**src/rtl/serial_result_tx.sv**
```systemverilog
`timescale 1ns/1ps
module serial_result_tx #(
  parameter int WIDTH     = 16,
  parameter int HALF      = 22,
  parameter int START_DLY = 45
) (
  input  logic             clk,
  input  logic             rst_n,
  input  logic             conv_i,
  input  logic             res_load_i,
  input  logic [WIDTH-1:0] res_i,
  input  logic             fmt_sb_i,
  input  logic             tag_i,
  output logic             dclk_o,
  output logic             dout_o
);
  localparam int QTR  = HALF / 2;
  localparam int LEAD = START_DLY - QTR;
  localparam int SLOT = 2 * HALF;
  localparam int CMAX = (LEAD > SLOT) ? LEAD : SLOT;
  localparam int CW   = $clog2(CMAX + 1);
  localparam int BW   = (WIDTH > 1) ? $clog2(WIDTH) : 1;

  typedef enum logic [1:0] {IDLE, LEAD_S, SHIFT} st_t;

  st_t              st;
  logic [CW-1:0]    cnt;
  logic [BW-1:0]    bitn;
  logic [WIDTH-1:0] shreg, hold;
  logic             tag_q;

  always_ff @(posedge clk or negedge rst_n)
    if (!rst_n) hold <= '0;
    else if (res_load_i) hold <= res_i;

  always_ff @(posedge clk or negedge rst_n) begin
    if (!rst_n) begin
      st    <= IDLE;
      cnt   <= '0;
      bitn  <= '0;
      shreg <= '0;
      tag_q <= 1'b0;
    end else begin
      case (st)
        IDLE: if (conv_i) begin
          shreg <= {hold[WIDTH-1] ^ ~fmt_sb_i, hold[WIDTH-2:0]};
          tag_q <= tag_i;
          st    <= LEAD_S;
          cnt   <= '0;
          bitn  <= '0;
        end
        LEAD_S: if (cnt == CW'(LEAD - 1)) begin
          st  <= SHIFT;
          cnt <= '0;
        end else cnt <= cnt + 1'b1;
        SHIFT: if (cnt == CW'(SLOT - 1)) begin
          cnt <= '0;
          if (bitn == BW'(WIDTH - 1)) st <= IDLE;
          else begin
            bitn  <= bitn + 1'b1;
            shreg <= {shreg[WIDTH-2:0], 1'b0};
          end
        end else cnt <= cnt + 1'b1;
        default: st <= IDLE;
      endcase
    end
  end

  assign dclk_o = (st == SHIFT) && (cnt >= CW'(QTR)) && (cnt < CW'(QTR + HALF));
  assign dout_o = (st == IDLE) ? tag_q : shreg[WIDTH-1];
endmodule


```
**config.mk**
```make
export PLATFORM = sky130hd
export DESIGN_NAME = serial_result_tx
export DESIGN_NICKNAME = d
export VERILOG_FILES = /design/src/rtl/serial_result_tx.sv
export SDC_FILE = /design/constraint.sdc
export NUM_CORES = 1
export LEC_CHECK = 0
export BUFFER_PORTS_ARGS = -buffer_cell sky130_fd_sc_hd__buf_2
export CAP_MARGIN = 40
export CORE_MARGIN = 10
export CORE_UTILIZATION = 45
export DETAILED_ROUTE_END_ITERATION = 12
export GPL_ROUTABILITY_DRIVEN = 1
export SLEW_MARGIN = 20
export SYNTH_ARGS = -nofsm -noshare
export SYNTH_HDL_FRONTEND = slang
export SYNTH_SLANG_ARGS = --single-unit
```
**constraint.sdc**
```tcl
create_clock -name clk -period 5.15 [get_ports clk]
set_clock_uncertainty 0.05 [all_clocks]
set_input_delay 0 -clock clk [delete_from_list [all_inputs] [get_ports clk]]
set_output_delay 0 -clock clk [all_outputs]
set_load 0.01 [all_outputs]
```
---- Word level (Yosys, flattened, before mapping) ----
Cells that the tools add are included.
word-level totals
  logic and storage cells ................. 49
  flip-flop bits (word level) ............. 45
  output and inout port bits .............. 2
operators by class
  reductions and logical operators ........ 9
  add/sub/neg operators ................... 2
  bitwise gates (word level) .............. 2
  eq/ne operators ......................... 10
  muxes and demuxes ....................... 18
  $lt $le $gt $ge ......................... 2
operator list
  cell                 count
  $mux 16              3
  $pmux 16 s2          1
  $mux 6               3
  $pmux 6 s3           1
  $eq 6x6->1 const B   2
  $mux 4               3
  $ne 2x2->1 const B   5
  $mux 2               4
  $pmux 4 s2           1
  $reduce_and 4->1     2
  $add 6x1->6 const B  1
  $ge 6x4->1 const B   1
  $lt 6x6->1 const B   1
  $pmux 2 s3           1
  $add 4x1->4 const B  1
  $eq 4x4->1 const B   1
  $reduce_and 2->1     2
  $reduce_bool 3->1    1
  $eq 2x1->1 const B   1
  $eq 2x2->1 const B   1
  $logic_and 1x1->1    2
  $logic_not 2->1      1
  $reduce_bool 2->1    1
  $mux 1               1
  2 further kinds      2

---- Logic depth before layout (Yosys ltp) ----
Gate-level depths: netlist (run 1).
  word-level depth ........................ 4
  gate-level depth with buffers ........... 8
  gate-level depth less buffers ........... 7

---- Worst setup path before layout (run 1) ----
OpenSTA, ideal clock, no wires.
  path kind ............................... reg2reg
  from .................................... register cnt[0]
  to ...................................... register bitn[2]
  path buffers ............................ 0
  stages on the path, launching flop included .. 7
  arrival ................................. 1646 ps
  period minus slack after synthesis ...... 1772 ps
  slack ................................... 3378 ps
  cell sequence ........................... dfrtp_1 > ha_1 > nand4b_4 > o21ai_4 > o2111ai_4 > or4_1 > o21ai_1
on the way
  longest elaborated chain between the ends .. 3
RTL lines
  what                        line  source
  start, declared             27    logic [CW-1:0] cnt;
  start signal, assigned      55    end else cnt <= cnt + 1'b1;
  start signal, assigned      63    end else cnt <= cnt + 1'b1;
  $eq 6x6->1                  56    SHIFT: if (cnt == CW'(SLOT - 1)) begin
  $ne 2x2->1 (no line)        --
  $reduce_and 4->1 (no line)  --
  end signal, assigned        60    bitn <= bitn + 1'b1;
  end, declared               28    logic [BW-1:0] bitn;
Every way passes these cells.
A chain may end at the register's enable or synchronous reset.

---- Final worst setup path (run 1) ----
  from .................................... register st[0]
  to ...................................... register bitn[2]
on the way
  longest elaborated chain between the ends .. 3
RTL lines
  what                                                       line  source
  start, declared                                            26    st_t st;
  start signal, assigned                                     38    st <= IDLE;
  start signal, assigned                                     48    st <= LEAD_S;
  start signal, assigned                                     53    st <= SHIFT;
  $eq 2x2->1 or $logic_not 2->1 (tied branches)              44    case (st)
  $ne 2x2->1 (no line) or $reduce_bool 2->1 (tied branches)  --
  $reduce_and 4->1 (no line)                                 --
Several ways; a longest one is shown, not always the timed one.

==> qor.yml, run 1 <==
timing:
  setup_tns_ns: 0
  finalCritPeriodShare_pct: 44.54
  max_slew.worst_pin.slew_ns: 0.7547
  final-max-slew-violation-count: 0
  hold_viol_final: 0
  finalSetupViolCount: 0
  rsz0062_at_grt: "false"
  slew_headroom_pct: 49.66
  min_period_ns: 2.294
  timing.fmax_mhz: 435.9
die:
  fp.dieH_um: 89.60
  row_count: 25
  ios: 24
  core_um2: 4723
  fp.dieArea_um2: 8027
  start_util_pct: 46.15
  fp.dieW_um: 89.60
route:
  drc: 0
  wire_per_inst_um: 12.74
  drt-total-wl_um: 3859
  drtIter0Drc: 28
  first_pass_iters: 3
  post_drt_via_cell_ratio: 5.059
  postRouteAntennaNets: 0
  routed-via-count: 1533
logic_synthesis:
  synth_commonest_cells: "dfrtp_1 (45), nand2_1 (26), o21ai_0 (22)"
  syn_area_um2: 2180
  ys_async_sr_fraction_pct: 100.0
  synth-seq-cells: 45
  syn_area_per_cell_um2: 11.24
  yosys.area.top_type: "dfrtp_1"
  yosys_most_used_dff: "dfrtp_1"
  synth.distinct_cells: 31
  yosysSeqAreaShare_pct: 51.66
  ys_top_cells_by_area: "dfrtp_1 (52%), mux2_2 (11%), mux2i_1 (7.3%)"
  syn_nets: 224
  ys_warn_count: 0
  synth_top_area_share_pct: 51.66
  synthesis.instances: 194
  synth.most_common_cell: "dfrtp_1"
  synth_edf_count: 0
critical_path:
  reg2reg_setup_slack_ns: 2.86
  worst_ep_arrival_time_ns: 2.47
  reg2reg_to: "bitn[2]"
  crit_end: "bitn[2]"
  ff2ff_path_depth: 6
  crit_fanout: 37
  required_ns: 5.33
  r2r_start: "st[0]"
  criticalPathCategory: "flop to flop"
  worstSetupStartpoint: "st[0]"
  critPathLaunchType: "flop"
  endpoint_kind: "flop"
power_and_ir_drop:
  leakage_nw: 1.201
  combPwrFrac_pct: 37.8
  p_int_mw: 0.8117
  power_density_nw_per_um2: 473.9
  vdd_drop_max_mv: 0.2229
  p_switching_mw: 0.4471
  p_sw_share_pct: 35.52
  pwr-share-clk_pct: 21.0
  pwr-share-seq_pct: 41.2
  power.total_mw: 1.259
clock_network:
  clk_path_buf_depth: 2
  ctsHoldBuffers: 18
  cts_buffers: 5
  cts-root-buf: "clkbuf_8"
  cts.sinks: 45
  tritoncts: "yes"
  cts.clk_slew.worst_paths_ns: 0.09
  cts-resized-gates: 0
  postCtsSetupRepairBufs: 0
  htreeDepth: 2
  clk_latency_ns: 0.29
global_route:
  track_usage_pct: 10.96
  grt_pass1_wl_um: 7017
  grt_max_degree: 38
  grt-ovfl-total: 0
  grt_pass1_vias: 1594
  antenna_found_initial: 0
min_path:
  hold_path_class: "input pin to flop"
finish:
  layout-drive-gt1-share_pct: 24.58
  antennaDiodeCount: 0
  final_nets: 265
  utilization_pct: 56.24
  area_growth_pct: 21.87
job:
  maxCapViolCount: 0
placed_design:
  portBuffers: 23
  gp_congestion: 0.8804
  dp_hpwl_um: 2888
outcome:
  status: "finished clean"
layout make-up:
type,instances,area [µm²]
Clock buffer,6,72.57
Fill cell,414,2067
Timing Repair Buffer,43,322.8
Clock inverter,2,38.79
Sequential cell,45,1126
Tap cell,67,83.83
Inverter,8,30.03
Multi-Input combinational cell,132,982.2
cell usage in the layout (no fill, tap or decap), types with 2 or more instances in the layout:
cell type / n
nor2_1: 5
buf_2: 23
ha_1: 8
dlygate4sd3_1: 18
a21oi_1: 7
nand3_1: 8
clkbuf_8: 5
mux2i_1: 16
inv_1: 8
nand2_1: 26
mux2_2: 21
nand4_1: 2
dfrtp_1: 45
a22o_1: 2
o21ai_0: 22
worst min-delay path by stage:
stage	start	end	slack, ns	cells past startpoint
4_1_cts	conv_i	tag_q	0.06	3
5_1_grt	conv_i	tag_q	0.09	3
3_5_place_dp	rst_n	cnt[2]	-0.06	1
6_report	conv_i	tag_q	0.07	3
3_3_place_gp	rst_n	st[0]	0.17	1
2_1_floorplan	rst_n	bitn[0]	-0.35	0
metrics by stage:
stage | worst slack [ns] | hold slack (ns) | instance area, µm² | instances
floorplan | 3.378 | -0.3456 | 2180 | 194
global placement | 2.923 | 0.1654 | 2345 | 276
detailed placement | 2.860 | -0.05956 | 2365 | 277
CTS | 2.828 | 0.06301 | 2656 | 303
global route | 2.640 | 0.08535 | 2656 | 303
finish | 2.856 | 0.07486 | 2656 | 303
sequential cells by signal (all words and copies together), names as in the netlist:
register,cells
shreg,16
cnt,6
bitn,4
tag_q,1
st,2
hold,16
metal layers:
layer	GRT usage (%)	vias up	share of wire, %
met5	0	-	0
met3	2.888	9	4.7
li1	-	756	-
met1	12.84	740	46
met2	18.21	28	48
met4	5.347	0	1.4
kinds of logic after synthesis:
| group | after synthesis | share of synthesized area (%) |
|---|---|---|
| AOI/OAI and AO/OA | 37 | 10.91 |
| and+or+nand+nor | 49 | 10.96 |
| adders and majority gates | 8 | 4.593 |
| DFF | 45 | 51.66 |
| xor gates and xnor gates | 1 | 0.4019 |
| muxes | 37 | 18.20 |
| buffers and inverters | 17 | 3.272 |
power by group through the flow:
| stage | sequential (mW) | combinational [mW] | clock [mW] |
|---|---|---|---|
| after detailed placement | 0.526 | 0.473 | 0 |
| final | 0.519 | 0.475 | 0.264 |
| after CTS | 0.520 | 0.484 | 0.270 |
| after floorplan | 0.507 | 0.386 | 0 |
| after global placement | 0.520 | 0.462 | 0 |
| after global routing | 0.533 | 0.554 | 0.285 |
worst max-delay path: stages (launching register included):
cell and delay [ns]:
dfrtp_1 0.41, inv_1 0.12, ha_1 0.15, buf_4 0.35, o2111ai_4 0.45, or4_1 0.61, o21ai_1 0.08
(Power assumes the default switching activity.)
==> run 2: changes to the inputs <==
--- a/config.mk
+++ b/config.mk
@@ -5,12 +5,14 @@
 export SDC_FILE = /design/constraint.sdc
 export NUM_CORES = 1
 export LEC_CHECK = 0
+export ABC_AREA = 1
 export BUFFER_PORTS_ARGS = -buffer_cell sky130_fd_sc_hd__buf_2
 export CAP_MARGIN = 40
 export CORE_MARGIN = 10
 export CORE_UTILIZATION = 45
 export DETAILED_ROUTE_END_ITERATION = 12
 export GPL_ROUTABILITY_DRIVEN = 1
+export PLACE_DENSITY = 0.66
 export SLEW_MARGIN = 20
 export SYNTH_ARGS = -nofsm -noshare
 export SYNTH_HDL_FRONTEND = slang
==> constraint.sdc (replaced) <==
create_clock -name clk -period 1.84 [get_ports clk]
set_clock_uncertainty 0.05 [all_clocks]
set_input_delay 0 -clock clk [delete_from_list [all_inputs] [get_ports clk]]
set_output_delay 0 -clock clk [all_outputs]
set_load 0.01 [all_outputs]
==> qor.yml, run 2 <==
logic_synthesis:
  synth_edf_count: 0  # unchanged
  ys_async_sr_fraction_pct: 100.0  # unchanged
  synth_top_area_share_pct: 47.95  # -3.7 points
  ys_warn_count: 0  # unchanged
  syn_area_per_cell_um2: 8.829  # -21%
  synth.distinct_cells: 25  # -19%
  synth.most_common_cell: "nand2_1"
  syn_nets: 296  # +32%
  synth_commonest_cells: "nand2_1 (68), dfrtp_1 (45), o21ai_0 (31)"
  synth-seq-cells: 45  # unchanged
  syn_area_um2: 2349  # +7.7%
  yosys.area.top_type: "dfrtp_1"
  yosysSeqAreaShare_pct: 47.95  # -3.7 points
  ys_top_cells_by_area: "dfrtp_1 (48%), nand2_1 (11%), o21ai_2 (8.2%)"
  yosys_most_used_dff: "dfrtp_1"
  synthesis.instances: 266  # +37%
critical_path:
  crit_fanout: 31  # -16%
  worst_ep_arrival_time_ns: 1.65  # -0.82 ns
  ff2ff_path_depth: 9  # +3
  r2r_start: "st[1]"
  endpoint_kind: "output pin"
  critPathLaunchType: "flop"
  criticalPathCategory: "flop to output pin"
  reg2reg_setup_slack_ns: 0.15  # -2.71 ns
  required_ns: 1.79  # -3.54 ns
  reg2reg_to: "shreg[8]"
clock_network:
  clk_latency_ns: 0.29  # about the same
  cts-root-buf: "clkbuf_8"
  tritoncts: "yes"
  cts_buffers: 5  # unchanged
  cts.clk_slew.worst_paths_ns: 0.08  # about the same
  htreeDepth: 2  # unchanged
  clk_path_buf_depth: 2  # unchanged
  cts.sinks: 45  # unchanged
finish:
  mostFrequentLayoutCells: "nand2_1 (68), dfrtp_1 (45), o21ai_0 (31), inv_1 (25), buf_2 (23)"
  final_nets: 338  # +28%
  final_common_cell: "nand2_1"
  top_regs: "hold (16), shreg (16), cnt (6)"
  layout-drive-gt1-share_pct: 26.86  # +2.3 points
  area_growth_pct: 21.20
  layout.cells.non_filler: 379  # +25%
  antennaDiodeCount: 0  # unchanged
global_route:
  antenna_found_initial: 0  # unchanged
  grt_use_met1_pct: 12.92  # +0.080 points
  track_usage_pct: 10.58  # -0.38 points
  grt_max_degree: 41  # +7.9%
  top_usage_layer: "met2"
  use_met2_pct: 17.76  # -0.44 points
  grt-ovfl-total: 0  # unchanged
  grt_pass1_vias: 1757  # +10%
  grt_use_met3_pct: 2.934  # +0.046 points
  grt_pass1_wl_um: 7665  # +9.2%
timing:
  max_slew.worst_pin.slew_ns: 0.4873  # -0.2674 ns
  finalCritPeriodShare_pct: 92.42
  final-max-slew-violation-count: 0  # unchanged
  timing.fmax_mhz: 588.1
  setup_tns_ns: 0  # unchanged
  slew_headroom_pct: 67.51  # +18 points
  hold_viol_final: 0  # unchanged
  finalSetupViolCount: 0  # unchanged
  rsz0062_at_grt: "false"
  min_period_ns: 1.700
route:
  drc: 0  # unchanged
  postRouteAntennaNets: 0  # unchanged
  first_pass_iters: 4  # +1
  wire_per_inst_um: 11.13  # -13%
  drtIter0Drc: 72  # +160%
  post_drt_via_cell_ratio: 4.654  # -8.0%
  routed-via-count: 1764  # +15%
  drt-total-wl_um: 4217  # +9.3%
power_and_ir_drop:
  power.total_mw: 3.802  # +200%
  vdd_drop_max_mv: 0.7161  # +220%
  leakage_nw: 1.407  # +17%
  power_density_nw_per_um2: 1336  # +180%
die:
  ios: 24  # unchanged
  fp.dieH_um: 92.24  # +3.0%
  start_util_pct: 46.28  # +0.13 points
  fp.dieW_um: 92.24  # +3.0%
  row_count: 26  # +4.0%
  fp.dieArea_um2: 8508  # +6.0%
  core_um2: 5075  # +7.4%
outcome:
  status: "finished clean"
placed_design:
  gp_congestion: 0.8322  # -5.5%
  dp_hpwl_um: 2888  # unchanged
  dp.cells: 352  # +27%
  portBuffers: 23  # unchanged
min_path:
  hold-path-endpoint: "shreg[15]"
  min-delay-start: "fmt_sb_i"
  hold_path_class: "input pin to flop"
  hold_depth: 6  # +3
job:
  maxCapViolCount: 0  # unchanged
==> run 2: power by group <==
| group | switching (mW) | internal, mW |
|---|---|---|
| Sequential | 0.154 | 1.26 |
| Combinational | 1.01 | 0.615 |
| Clock | 0.319 | 0.443 |
==> run 2: layout make-up <==
type	instances	area (µm²)
tap	70	87.58
clock inverter	1	30.03
timing repair buffer	46	365.4
inverter	32	121.4
fill	480	2228
clock buffer	7	86.33
multi-input combinational	178	1030
sequential	45	1126
==> run 2: critical path, cell delays in order, from the launching register on <==
cell and delay, ns:
dfrtp_1 0.40, inv_1 0.11, ha_2 0.30, inv_2 0.23, a21oi_1 0.17, buf_2 0.15
==> run 2: logic make-up after synthesis <==
logic type | Yosys count | share of synthesized area, %
compound gates | 58 | 15.88
simple gates | 105 | 20.78
buf+inv | 43 | 8.311
mux | 2 | 0.9589
xor+xnor | 5 | 1.865
fa+ha+maj | 8 | 4.262
flops | 45 | 47.95
==> run 2: routing by layer <==
layer | share of wire (%) | vias up | wire [µm]
li1 | - | 924 | -
met1 | 48 | 808 | 2019
met2 | 47 | 26 | 1985
met3 | 3.6 | 6 | 153
met4 | 1.4 | 0 | 58
met5 | 0 | - | 0
==> run 2: metrics by stage <==
stage	hold WS [ns]	utilization (%)	setup slack [ns]	area (µm²)
after detailed placement	0.09352	49.65	0.06911	2520
after global placement	0.09039	49.65	0.1101	2520
after global routing	0.05544	56.09	0.01091	2846
after CTS	0.05146	55.55	0.1023	2819
after floorplan	-0.3456	-	0.3314	2349
final	0.04872	56.09	0.1396	2846
==> run 2: worst max-delay path by stage <==
stage,start,to,slack [ns],cells after the start
CTS,st[0],dclk_o,0.10,5
global placement,st[0],bitn[0],0.11,5
finish,st[0],dclk_o,0.14,5
global route,st[1],bitn[2],0.01,9
detailed placement,st[0],bitn[0],0.07,5
floorplan,st[0],shreg[7],0.33,9
==> run 2: timing repair <==
action                                 CTS  global route
hold buffers                            18             0
setup endpoints to repair                1             0
buffers inserted                         0             0
resized for setup                        1             0
endpoints found under the hold margin   51             0
==> run 3: changes to the inputs <==
--- a/config.mk
+++ b/config.mk
@@ -12,7 +12,7 @@
 export CORE_UTILIZATION = 45
 export DETAILED_ROUTE_END_ITERATION = 12
 export GPL_ROUTABILITY_DRIVEN = 1
-export PLACE_DENSITY = 0.66
+export PLACE_DENSITY = 0.75
 export SLEW_MARGIN = 20
 export SYNTH_ARGS = -nofsm -noshare
 export SYNTH_HDL_FRONTEND = slang
==> constraint.sdc (replaced) <==
create_clock -name clk -period 1.84 [get_ports clk]
set_clock_uncertainty 0.05 [all_clocks]
set_input_delay 0.276 -clock clk [delete_from_list [all_inputs] [get_ports clk]]
set_output_delay 0.276 -clock clk [all_outputs]
set_load 0.01 [all_outputs]
==> qor.yml, run 3 (synthesis results as in run 2) <==
outcome:
  status: "finished clean"
die:
  row_count: 26  # unchanged
  fp.dieW_um: 92.24  # unchanged
  ios: 24  # unchanged
  start_util_pct: 46.28  # unchanged
  core_um2: 5075  # unchanged
  fp.dieArea_um2: 8508  # unchanged
  fp.dieH_um: 92.24  # unchanged
timing:
  finalSetupViolCount: 0  # unchanged
  min_period_ns: 1.777  # +0.07618 ns
  fin_ws_ns: 0.06338  # -0.07618 ns
  timing.fmax_mhz: 562.9  # -4.3%
  max_slew.worst_pin.slew_ns: 0.4875  # +0.0001684 ns
  final-max-slew-violation-count: 0  # unchanged
  timing.hold.ws_ns: 0.1164  # +0.06767 ns
  setup_tns_ns: 0  # unchanged
  slew_headroom_pct: 67.50  # about the same
  finalCritPeriodShare_pct: 96.56  # +4.1 points
  rsz0062_at_grt: "true"
  hold_viol_final: 0  # unchanged
global_route:
  grt_pass1_vias: 1696  # -3.5%
  grt_pass1_wl_um: 7396  # -3.5%
  grt_max_degree: 41  # unchanged
  grt-ovfl-total: 0  # unchanged
  track_usage_pct: 10.25  # -0.33 points
  antenna_found_initial: 0  # unchanged
clock_network:
  cts-root-buf: "clkbuf_8"
  tritoncts: "yes"
  htreeDepth: 2  # unchanged
  clk_path_buf_depth: 2  # unchanged
  cts.sinks: 45  # unchanged
  cts.clk_slew.worst_paths_ns: 0.10  # +0.02 ns
  clk_latency_ns: 0.31  # +0.02 ns
  cts_buffers: 5  # unchanged
critical_path:
  worst_ep_arrival_time_ns: 1.45  # -0.20 ns
  cpMaxStageDelayCell: "dfrtp_1"
  crit_top_cell: "inv_2"
  critPathLaunchType: "flop"
  path_cells: "inv_2 -> ha_4 -> inv_2 -> a21oi_1 -> buf_2"
  crit_buf_inv: 3  # unchanged
  required_ns: 1.51  # -0.28 ns
  criticalPathCategory: "flop to output pin"
  cp_slowest_stage_delay_ns: 0.41  # about the same
  endpoint_kind: "output pin"
  crit_fanout: 13  # -58%
  cp_top_family: "flip-flops"
power_and_ir_drop:
  vdd_drop_max_mv: 0.9312  # +30%
  leakage_nw: 1.335  # -5.1%
  power_density_nw_per_um2: 1431  # +7.1%
finish:
  final_common_cell: "nand2_1"
  top_regs: "hold (16), shreg (16), cnt (6)"
  seqCellArea_um2: 1127  # +0.11%
  area_growth_pct: 14.65
  final_nets: 321  # -5.0%
  num-fill-cells: 463  # -3.5%
  antennaDiodeCount: 0  # unchanged
  layout.cells.non_filler: 362  # -4.5%
  utilization_pct: 53.06  # -3.0 points
  mostFrequentLayoutCells: "nand2_1 (68), dfrtp_1 (44), o21ai_0 (31), inv_1 (24), buf_2 (23)"
  layout-drive-gt1-share_pct: 29.45  # +2.6 points
  multi_input_area_um2: 1040  # +0.97%
min_path:
  hold_path_class: "input pin to flop"
route:
  routed-via-count: 1700  # -3.6%
  post_drt_via_cell_ratio: 4.696  # +0.90%
  drtIter0Drc: 109  # +51%
  postRouteAntennaNets: 0  # unchanged
  drt-total-wl_um: 4200  # -0.40%
  first_pass_iters: 4  # unchanged
  drc: 0  # unchanged
  wire_per_inst_um: 11.60  # +4.3%
job:
  maxCapViolCount: 0  # unchanged
placed_design:
  portBuffers: 23  # unchanged
  gp_congestion: 0.8719  # +4.8%
  dp_slack_ns: 0.1722  # +0.1031 ns
  dp_hpwl_um: 2872  # -0.54%
  dp.cells: 352  # unchanged
run 3: through the flow:
stage	area, µm²	power [mW]
finish	2693	3.853
global route	2693	4.190
CTS	2666	3.762
detailed placement	2545	3.068
global placement	2545	3.022
floorplan	2349	2.789
run 3: cell type report:
cell class / count / area share [%]
Sequential cell: 45 / 41.87
Multi-Input combinational cell: 178 / 38.62
Timing Repair Buffer: 29 / 8.086
Inverter: 32 / 4.507
Tap cell: 70 / 3.253
Clock buffer: 6 / 3.067
Clock inverter: 2 / 0.6041
run 3: final timing paths:
kind	from	to	slack (ns)	depth (start not counted)
worst max-delay path	st[0]	dclk_o	0.06	5
worst min-delay path	res_i[2]	hold[2]	0.12	3
worst max register to register	st[1]	shreg[8]	0.18	8
worst min register to register	shreg[7]	shreg[7]	0.43	2
max in group asynchronous	rst_n	shreg[10]	0.83	3
min in group asynchronous	rst_n	bitn[1]	0.40	2
run 3: where the power goes:
part | switching (mW) | internal [mW] | total [mW]
combinational | 1.06 | 0.699 | 1.76
sequential | 0.165 | 1.26 | 1.42
clock | 0.359 | 0.310 | 0.669
run 3: worst min-delay path: cells and delay by family:
kind	cells	cell delay, ns
AND/OR/NAND/NOR	1	0.04
buffers and inverters	1	0.07
AO/OA/AOI/OAI	1	0.05
run 3: timing repair:
action	CTS	global route
hold buffers	1	0
gates cloned	0	1
resized for setup	2	2
setup endpoints to repair	1	6
endpoints found under the hold margin	19	0
setup buffers	0	0
run 3: layer usage:
layer	vias to the layer above	share of wire (%)	GRT usage [%]
li1	890	-	-
met5	-	0	0
met1	774	50	12.54
met3	5	5.0	3.912
met4	0	1.3	3.342
met2	31	44	16.24
